**src/rtl/hsbus_pkg.sv**
```systemverilog
package hsbus_pkg;
  typedef enum logic [1:0] {
    ST_LOCKOUT    = 2'd0,
    ST_WAIT_FREE  = 2'd1,
    ST_CHECK_CARD = 2'd2,
    ST_CONNECTED  = 2'd3
  } link_state_t;

  typedef enum logic [1:0] {
    OWN_NONE = 2'd0,
    OWN_BP   = 2'd1,
    OWN_CD   = 2'd2
  } line_owner_t;
endpackage

```
**src/rtl/hsbus_sync.sv**
```systemverilog
module hsbus_sync #(
  parameter int WIDTH  = 4,
  parameter int STAGES = 2
) (
  input  logic             clk,
  input  logic             rst_n,
  input  logic [WIDTH-1:0] d,
  output logic [WIDTH-1:0] q
);
  // lines idle high, so the chain resets to ones
  logic [STAGES-1:0][WIDTH-1:0] chain;

  always_ff @(posedge clk or negedge rst_n) begin
    if (!rst_n) begin
      chain <= '1;
    end else begin
      chain[0] <= d;
      for (int s = 1; s < STAGES; s++) chain[s] <= chain[s-1];
    end
  end

  assign q = chain[STAGES-1];
endmodule

```
**src/rtl/hsbus_free_detect.sv**
```systemverilog
module hsbus_free_detect #(
  parameter int IDLE_CYC = 380
) (
  input  logic clk,
  input  logic rst_n,
  input  logic arm,
  input  logic sda,
  input  logic scl,
  output logic free_evt
);
  localparam int CW = $clog2(IDLE_CYC + 1);

  logic          sda_q;
  logic [CW-1:0] cnt, cnt_nxt;
  logic          both_hi, at_limit, stop_seen, idle_seen;

  assign both_hi   = sda & scl;
  assign at_limit  = (cnt == CW'(IDLE_CYC - 1));
  assign stop_seen = arm & ~sda_q & sda & scl;
  assign idle_seen = arm & both_hi & at_limit;
  assign free_evt  = stop_seen | idle_seen;

  always_comb begin
    cnt_nxt = cnt;
    if (!arm || !both_hi)  cnt_nxt = '0;
    else if (!at_limit)    cnt_nxt = cnt + 1'b1;
  end

  always_ff @(posedge clk or negedge rst_n) begin
    if (!rst_n) begin
      sda_q <= 1'b1;
      cnt   <= '0;
    end else begin
      sda_q <= sda;
      cnt   <= cnt_nxt;
    end
  end

  // an idle event needs high lines on the previous cycle too
  p_idle_window_r4: assert property (@(posedge clk) disable iff (!rst_n)
    idle_seen |-> $past(both_hi));
endmodule

```
**src/rtl/hsbus_join_line.sv**
```systemverilog
module hsbus_join_line
  import hsbus_pkg::*;
(
  input  logic clk,
  input  logic rst_n,
  input  logic en,
  input  logic bp_line,
  input  logic cd_line,
  output logic pull_bp,
  output logic pull_cd
);
  line_owner_t owner, owner_nxt;

  always_comb begin
    owner_nxt = owner;
    if (!en) begin
      owner_nxt = OWN_NONE;
    end else begin
      unique case (owner)
        OWN_NONE: begin
          if (!bp_line)      owner_nxt = OWN_BP;
          else if (!cd_line) owner_nxt = OWN_CD;
        end
        OWN_BP:  if (bp_line) owner_nxt = OWN_NONE;
        OWN_CD:  if (cd_line) owner_nxt = OWN_NONE;
        default: owner_nxt = OWN_NONE;
      endcase
    end
  end

  always_ff @(posedge clk or negedge rst_n) begin
    if (!rst_n) owner <= OWN_NONE;
    else        owner <= owner_nxt;
  end

  assign pull_cd = en & (owner == OWN_BP);
  assign pull_bp = en & (owner == OWN_CD);

  // card-side drive only ever starts after a backplane low
  p_pull_follows_low_r9: assert property (@(posedge clk) disable iff (!rst_n)
    $rose(pull_cd) |-> $past(!bp_line));
  // once the owning side reads high, the drive is gone next cycle
  p_release_r10: assert property (@(posedge clk) disable iff (!rst_n)
    (pull_cd && bp_line) |=> !pull_cd);
endmodule

```
**src/rtl/hsbus_link_ctrl.sv**
```systemverilog
module hsbus_link_ctrl
  import hsbus_pkg::*;
#(
  parameter int CLK_PER_US  = 4,
  parameter int IDLE_US     = 95,
  parameter int SYNC_STAGES = 2
) (
  input  logic clk,
  input  logic rst_n,
  input  logic uvlo_i,
  input  logic cs_i,
  input  logic bp_sda_i,
  input  logic bp_scl_i,
  input  logic card_sda_i,
  input  logic card_scl_i,
  output logic bp_sda_low_o,
  output logic bp_scl_low_o,
  output logic card_sda_low_o,
  output logic card_scl_low_o,
  output logic ready_o
);
  localparam int IDLE_CYC = CLK_PER_US * IDLE_US;
  localparam int NLINES   = 2;

  link_state_t       state, state_nxt;
  logic [3:0]        sync_q;
  logic              bus_free, card_hi, arm, en;
  logic [NLINES-1:0] bp_pin, cd_pin, pull_bp, pull_cd;

  hsbus_sync #(.WIDTH(4), .STAGES(SYNC_STAGES)) u_sync (
    .clk   (clk),
    .rst_n (rst_n),
    .d     ({card_scl_i, card_sda_i, bp_scl_i, bp_sda_i}),
    .q     (sync_q)
  );

  assign arm     = (state == ST_WAIT_FREE) & ~cs_i;
  assign card_hi = sync_q[2] & sync_q[3];

  hsbus_free_detect #(.IDLE_CYC(IDLE_CYC)) u_free (
    .clk      (clk),
    .rst_n    (rst_n),
    .arm      (arm),
    .sda      (sync_q[0]),
    .scl      (sync_q[1]),
    .free_evt (bus_free)
  );

  always_comb begin
    state_nxt = state;
    if (uvlo_i) begin
      state_nxt = ST_LOCKOUT;
    end else begin
      unique case (state)
        ST_LOCKOUT:    state_nxt = ST_WAIT_FREE;
        ST_WAIT_FREE:  if (bus_free) state_nxt = ST_CHECK_CARD;
        ST_CHECK_CARD: state_nxt = (cs_i || !card_hi) ? ST_WAIT_FREE : ST_CONNECTED;
        ST_CONNECTED:  if (cs_i) state_nxt = ST_WAIT_FREE;
        default:       state_nxt = ST_LOCKOUT;
      endcase
    end
  end

  always_ff @(posedge clk or negedge rst_n) begin
    if (!rst_n) state <= ST_LOCKOUT;
    else        state <= state_nxt;
  end

  // chip-select and lockout cut the join without waiting for an edge
  assign en      = (state == ST_CONNECTED) & ~cs_i & ~uvlo_i;
  assign ready_o = en;

  assign bp_pin = {bp_scl_i, bp_sda_i};
  assign cd_pin = {card_scl_i, card_sda_i};

  for (genvar g = 0; g < NLINES; g++) begin : g_line
    hsbus_join_line u_join (
      .clk     (clk),
      .rst_n   (rst_n),
      .en      (en),
      .bp_line (bp_pin[g]),
      .cd_line (cd_pin[g]),
      .pull_bp (pull_bp[g]),
      .pull_cd (pull_cd[g])
    );
  end

  assign bp_sda_low_o   = pull_bp[0];
  assign bp_scl_low_o   = pull_bp[1];
  assign card_sda_low_o = pull_cd[0];
  assign card_scl_low_o = pull_cd[1];

  // lockout always wins on the next edge
  p_lockout_r2: assert property (@(posedge clk) disable iff (!rst_n)
    uvlo_i |=> (state == ST_LOCKOUT));
  // the link is only entered from the card check
  p_connect_path_r3: assert property (@(posedge clk) disable iff (!rst_n)
    $rose(state == ST_CONNECTED) |-> $past(state == ST_CHECK_CARD));
  // the card lines were high when the link was made
  p_card_high_r5: assert property (@(posedge clk) disable iff (!rst_n)
    $rose(state == ST_CONNECTED) |-> $past(card_hi));
  // a chip-select disconnect never lands back in the link directly
  p_requalify_r7: assert property (@(posedge clk) disable iff (!rst_n)
    ((state == ST_CONNECTED) && cs_i && !uvlo_i) |=> (state == ST_WAIT_FREE));
endmodule

```
**config.mk**
```make
export PLATFORM = sky130hd
export DESIGN_NAME = hsbus_link_ctrl
export DESIGN_NICKNAME = d
export VERILOG_FILES = /design/src/rtl/hsbus_pkg.sv /design/src/rtl/hsbus_sync.sv /design/src/rtl/hsbus_free_detect.sv /design/src/rtl/hsbus_join_line.sv /design/src/rtl/hsbus_link_ctrl.sv
export SDC_FILE = /design/constraint.sdc
export NUM_CORES = 1
export LEC_CHECK = 0
export CORE_UTILIZATION = 52
export DETAILED_ROUTE_END_ITERATION = 8
export GPL_ROUTABILITY_DRIVEN = 0
export PLACE_DENSITY = 0.76
export SLEW_MARGIN = 40
export SYNTH_ARGS = -nofsm -noshare
export SYNTH_HDL_FRONTEND = slang
export SYNTH_SLANG_ARGS = --single-unit
export TNS_END_PERCENT = 10
```
**constraint.sdc**
```tcl
create_clock -name clk -period 2.1 [get_ports clk]
set_input_delay 0.21 -clock clk [delete_from_list [all_inputs] [get_ports clk]]
set_output_delay 0.21 -clock clk [all_outputs]
set_load 0.02 [all_outputs]
```
== Yosys cells after proc, flatten, opt, wreduce, memory -nomap -nowiden ==
Index checks and enable logic that the tools add are counted.
Cells by class
  add/sub/neg operators: 1
  eq/ne operators: 17
  multiplexer cells: 19
  bitwise gates (word level): 18
  reductions and logical operators: 11
Operators with widths (number)
  2-bit two-way mux: 14
  9-bit two-way mux: 2
  3-bit inequality test (second input constant): 6
  1-bit AND: 14
  2-bit case mux with 3 select lines: 2
  9-bit by 1-bit adder with 9-bit output (second input constant): 1
  9-bit == test (second input constant): 1
  2-bit == test (second input constant): 4
  4-bit inequality test (second input constant): 2
  2-bit case mux with 4 select lines: 1
  2-bit by 1-bit == test with 1-bit output (second input constant): 3
  2-bit logical NOT: 3
  3-bit AND reduction: 2
  1-bit logical NOT: 3
  1-bit NOT: 3
  1-bit logical OR: 2
  2-bit inequality test (second input constant): 1
  2-bit AND reduction: 1
  1-bit bitwise OR: 1
Storage, ports and cells
  register bits after elaboration: 24
  input bits: 8
  output and inout bits: 5
  word-level logic and storage cells: 73

== Longest topological paths before layout ==
  depth in word-level cells: 9
  mapped depth: 6
  gate-level depth less buffers: 6

== Cells and area by module ==
From an unflattened synthesis, not the netlist that was laid out.
Unflattened totals
  cells, all modules: 94
  area total of the unflattened synthesis: 1117.3 um^2
By module, submodules not included
  hsbus_free_detect: times used 1, cells an instance 49, area each 496.7 um^2, sequential area each 251.5 um^2
  hsbus_sync: times used 1, cells an instance 12, area each 240.2 um^2, sequential area each 210.2 um^2
  hsbus_join_line: times used 2, cells an instance 7, area each 96.3 um^2, sequential area each 50.0 um^2
  hsbus_link_ctrl: times used 1, cells an instance 19, area each 187.7 um^2, sequential area each 50.0 um^2

== Worst setup path after synthesis ==
No wires, ideal clock.
  kind: register -> output
  from: register state[0]
  to: output port card_scl_low_o
  arrival time: 1555 ps
  data required time: 1890 ps
  path slack: 335 ps
  cell stages (with the launch flop): 5
  path buffers: 1
  cells stage by stage: dfrtp_1 > ha_1 > or3b_1 > buf_2 > nor3b_1
Between the ends
  cells in the longest elaborated chain, start to end: 4
RTL lines
  start: declaration: line hsbus_link_ctrl.sv:25  | link_state_t state, state_nxt;
  start signal: assignment: line hsbus_link_ctrl.sv:66  | else state <= state_nxt;
  2-bit == test: line hsbus_link_ctrl.sv:70  | assign en = (state == ST_CONNECTED) & ~cs_i & ~uvlo_i;
  1-bit AND (2 in series): line hsbus_link_ctrl.sv:70
  1-bit AND: line hsbus_join_line.sv:36  | assign pull_cd = en & (owner == OWN_BP);
  end: declaration: line hsbus_link_ctrl.sv:19  | output logic card_scl_low_o,
Every way passes these cells.

== Worst setup path after layout ==
  from: register state[1]
  to: output port ready_o
Between the ends
  cells in the longest elaborated chain, start to end: 3
RTL lines
  2-bit == test: line hsbus_link_ctrl.sv:70
  1-bit AND (2 in series): line hsbus_link_ctrl.sv:70
  end: declaration: line hsbus_link_ctrl.sv:20  | output logic ready_o
Every way passes these cells.

==> run metrics <==
Final Cell Area ~1200 um2; CTS tree done; CTS buffer count 3; Peak Freq slightly above 0.5 GHz; dpl ws -0.133 ns; commonest non-fill, non-tap cell in the layout dfrtp_1; Yosys reg bits 24; clk buf depth 2; sequential share of the synthesized area roughly three fifths; layout net count approximately 120; MaxCap Viol Count 0; Die W around 46 um; row cnt 15; H-tree depth 1; Worst setup EP type primary output; Cell Pwr Density 735 nW/um2; IO Port Bufs 12; worst setup path class flip-flop to primary output; Initial Utilization between 50% and 60%; area grow syn2layout 20.5%; Hold Fails Final Rpt 0; DR vias/cell 5.28; average size of a mapped cell 12.2 um2; final setup fails 0; worst setup margin 0.113 ns; commonest non-fill, non-tap cells in the layout 15 x dfrtp_1, 13 x nor2_1, 9 x dfstp_2, 7 x clkdlybuf4s50_1; wirelength, routed approximately 1700 um; Cells after Synth 84; Critical Path Source Type flip-flop; Final TNS setup 0 ns; crit-path max FO 8; Final Max Slew Viols 0; Slew headroom roughly four fifths; Total GRT Usage between 20% and 30%; Final Cycle Share 94.6%; Peak supply drop 0.000586 V; Clock transition at path regs approximately 0.12 ns; Post-synth EDFFs 0; n_diodes 0; ys flop type dfrtp_1; critical path required time between 1.5 and 2 ns; Worst Max-Slew Pin Slew around 0.3 ns; largest net degree at the start of global routing 25; DRT Pass-1 Iters 4; WL per Instance between 10 and 15 um; Async SR Flop Fraction 100%; Initial DRC Count 7; first-pass GRT wire length between 2000 and 3000 um; Sink Count 24; syn_nets between 90 and 100; layout cells sized above 1 26.7%; Mapped Area roughly 1000 um2; Area after DPL approximately 1200 um2; Arr. time, crit path 1.78 ns; RSZ-0062 raised after global routing false; Clock Latency Late Sink between 0.3 and 0.4 ns; skew final between 0.003 and 0.004 ns; Lkg Pwr around 0.57 nW; vias in the first global route about 650; Die ar. approximately 2200 um2; Routed Antenna Nets 0; GRT overflow 0; DRC Markers 0; total power around 0.00091 W; io pins 13; status complete, no violations; Detailed Place HPWL 1260 um; initial antenna violation count 0; crit path time final just under 2 ns; CTS Root Cell clkbuf_4; YS warnings 0; die height between 40 and 50 um; synth unique cells 27; Hold Crit Class input port to asynchronous set/reset pin; CORE AREA between 1500 and 2000 um2; routed vias 687; WHS approximately 0.24 ns
-- area by class of cell --
| class | count | area, um2 |
|---|---|---|
| clock buffers | 4 | 36.3 |
| fillers | 139 | 546 |
| inverters | 3 | 11.3 |
| multi-input cells | 56 | 402 |
| flip-flops and latches | 24 | 612 |
| well taps | 25 | 31.3 |
| repair buffers | 18 | 145 |
-- layer usage --
layer | vias up | GRT usage (%) | share of wire (%)
met4 | 0 | 14.1 | 3.2
met2 | 15 | 29.7 | 46
met5 | - | 0 | 0
met1 | 342 | 28.4 | 48
li1 | 326 | - | -
met3 | 4 | 2.35 | 2.9
-- kinds of logic (layout without fill, tap and decap cells) --
family / Yosys count / after routing / synth area share (%)
AO/OA/AOI/OAI: 3 / 3 / 2.19
flip-flops: 24 / 24 / 59.6
multiplexers: 3 / 3 / 3.05
XOR/XNOR: 7 / 7 / 5.97
buffers and inverters: 4 / 25 / 1.58
adder cells (fa/ha/maj): 5 / 5 / 6.09
AND/OR/NAND/NOR: 38 / 38 / 21.6
-- sequential cells by signal, indices dropped and copies added, names as in the netlist --
register             cells
state                    2
u_sync.q                 4
u_sync.chain             4
u_free.sda_q             1
g_line.u_join.owner      4
u_free.cnt               9
-- stage by stage --
stage                     util [%]  cells
after floorplan                  -     84
after global placement        68.4    126
after detailed placement      68.4    126
after CTS                     70.2    130
after global routing          69.4    130
final                         69.4    130
-- power breakdown --
group          total (W)  switching, W  leakage, nW  internal (W)
Clock           0.000236      0.000130       0.0210      0.000106
Combinational   0.000161     0.0000811        0.250     0.0000797
Sequential      0.000512     0.0000164        0.302      0.000496
Total           0.000909      0.000228        0.573      0.000681
-- worst max-delay path, cell delays in order (launching register included) --
cell	delay (ns)
dfrtp_1	0.40
ha_1	0.15
or3b_4	0.42
buf_4	0.16
inv_2	0.05
clkdlybuf4s15_1	0.29
-- synthesized netlist by cell type, types with 2 or more instances --
master / instances / area [um2]
dfrtp_1: 15 / 375
xnor2_1: 3 / 26.3
nor2_1: 13 / 48.8
and3_1: 2 / 12.5
nand3_1: 4 / 20.0
inv_1: 2 / 7.51
nor4_1: 2 / 12.5
dfstp_2: 9 / 236
xor2_1: 4 / 35.0
ha_1: 5 / 62.6
mux2i_1: 2 / 20.0
nor3_1: 2 / 10.0
nor3b_1: 6 / 45.0
nand2_1: 2 / 7.51
-- path summary, 6_finish.rpt --
check,end,cells past startpoint,slack (ns),startpoint
worst max-delay path,ready_o,5,0.11,state[1]$_DFFE_PN0P_
worst min-delay path,state[0]$_DFFE_PN0P_,2,0.24,rst_n
worst max register to register,state[0]$_DFFE_PN0P_,7,0.19,state[0]$_DFFE_PN0P_
worst min register to register,u_sync.q[3]$_DFF_PN1_,0,0.36,u_sync.chain[3]$_DFF_PN1_
max in group asynchronous,u_sync.q[2]$_DFF_PN1_,2,1.58,rst_n
min in group clk,u_sync.chain[2]$_DFF_PN1_,1,0.32,card_sda_i
-- repair_timing --
| item | in CTS | in global routing |
|---|---|---|
| gates cloned | 0 | 0 |
| setup endpoints to repair | 5 | 5 |
| buffers inserted | 0 | 0 |
| gates resized for setup | 6 | 13 |
| hold buffers | 0 | 0 |
No activity file was read; power rests on OpenSTA's default activity.
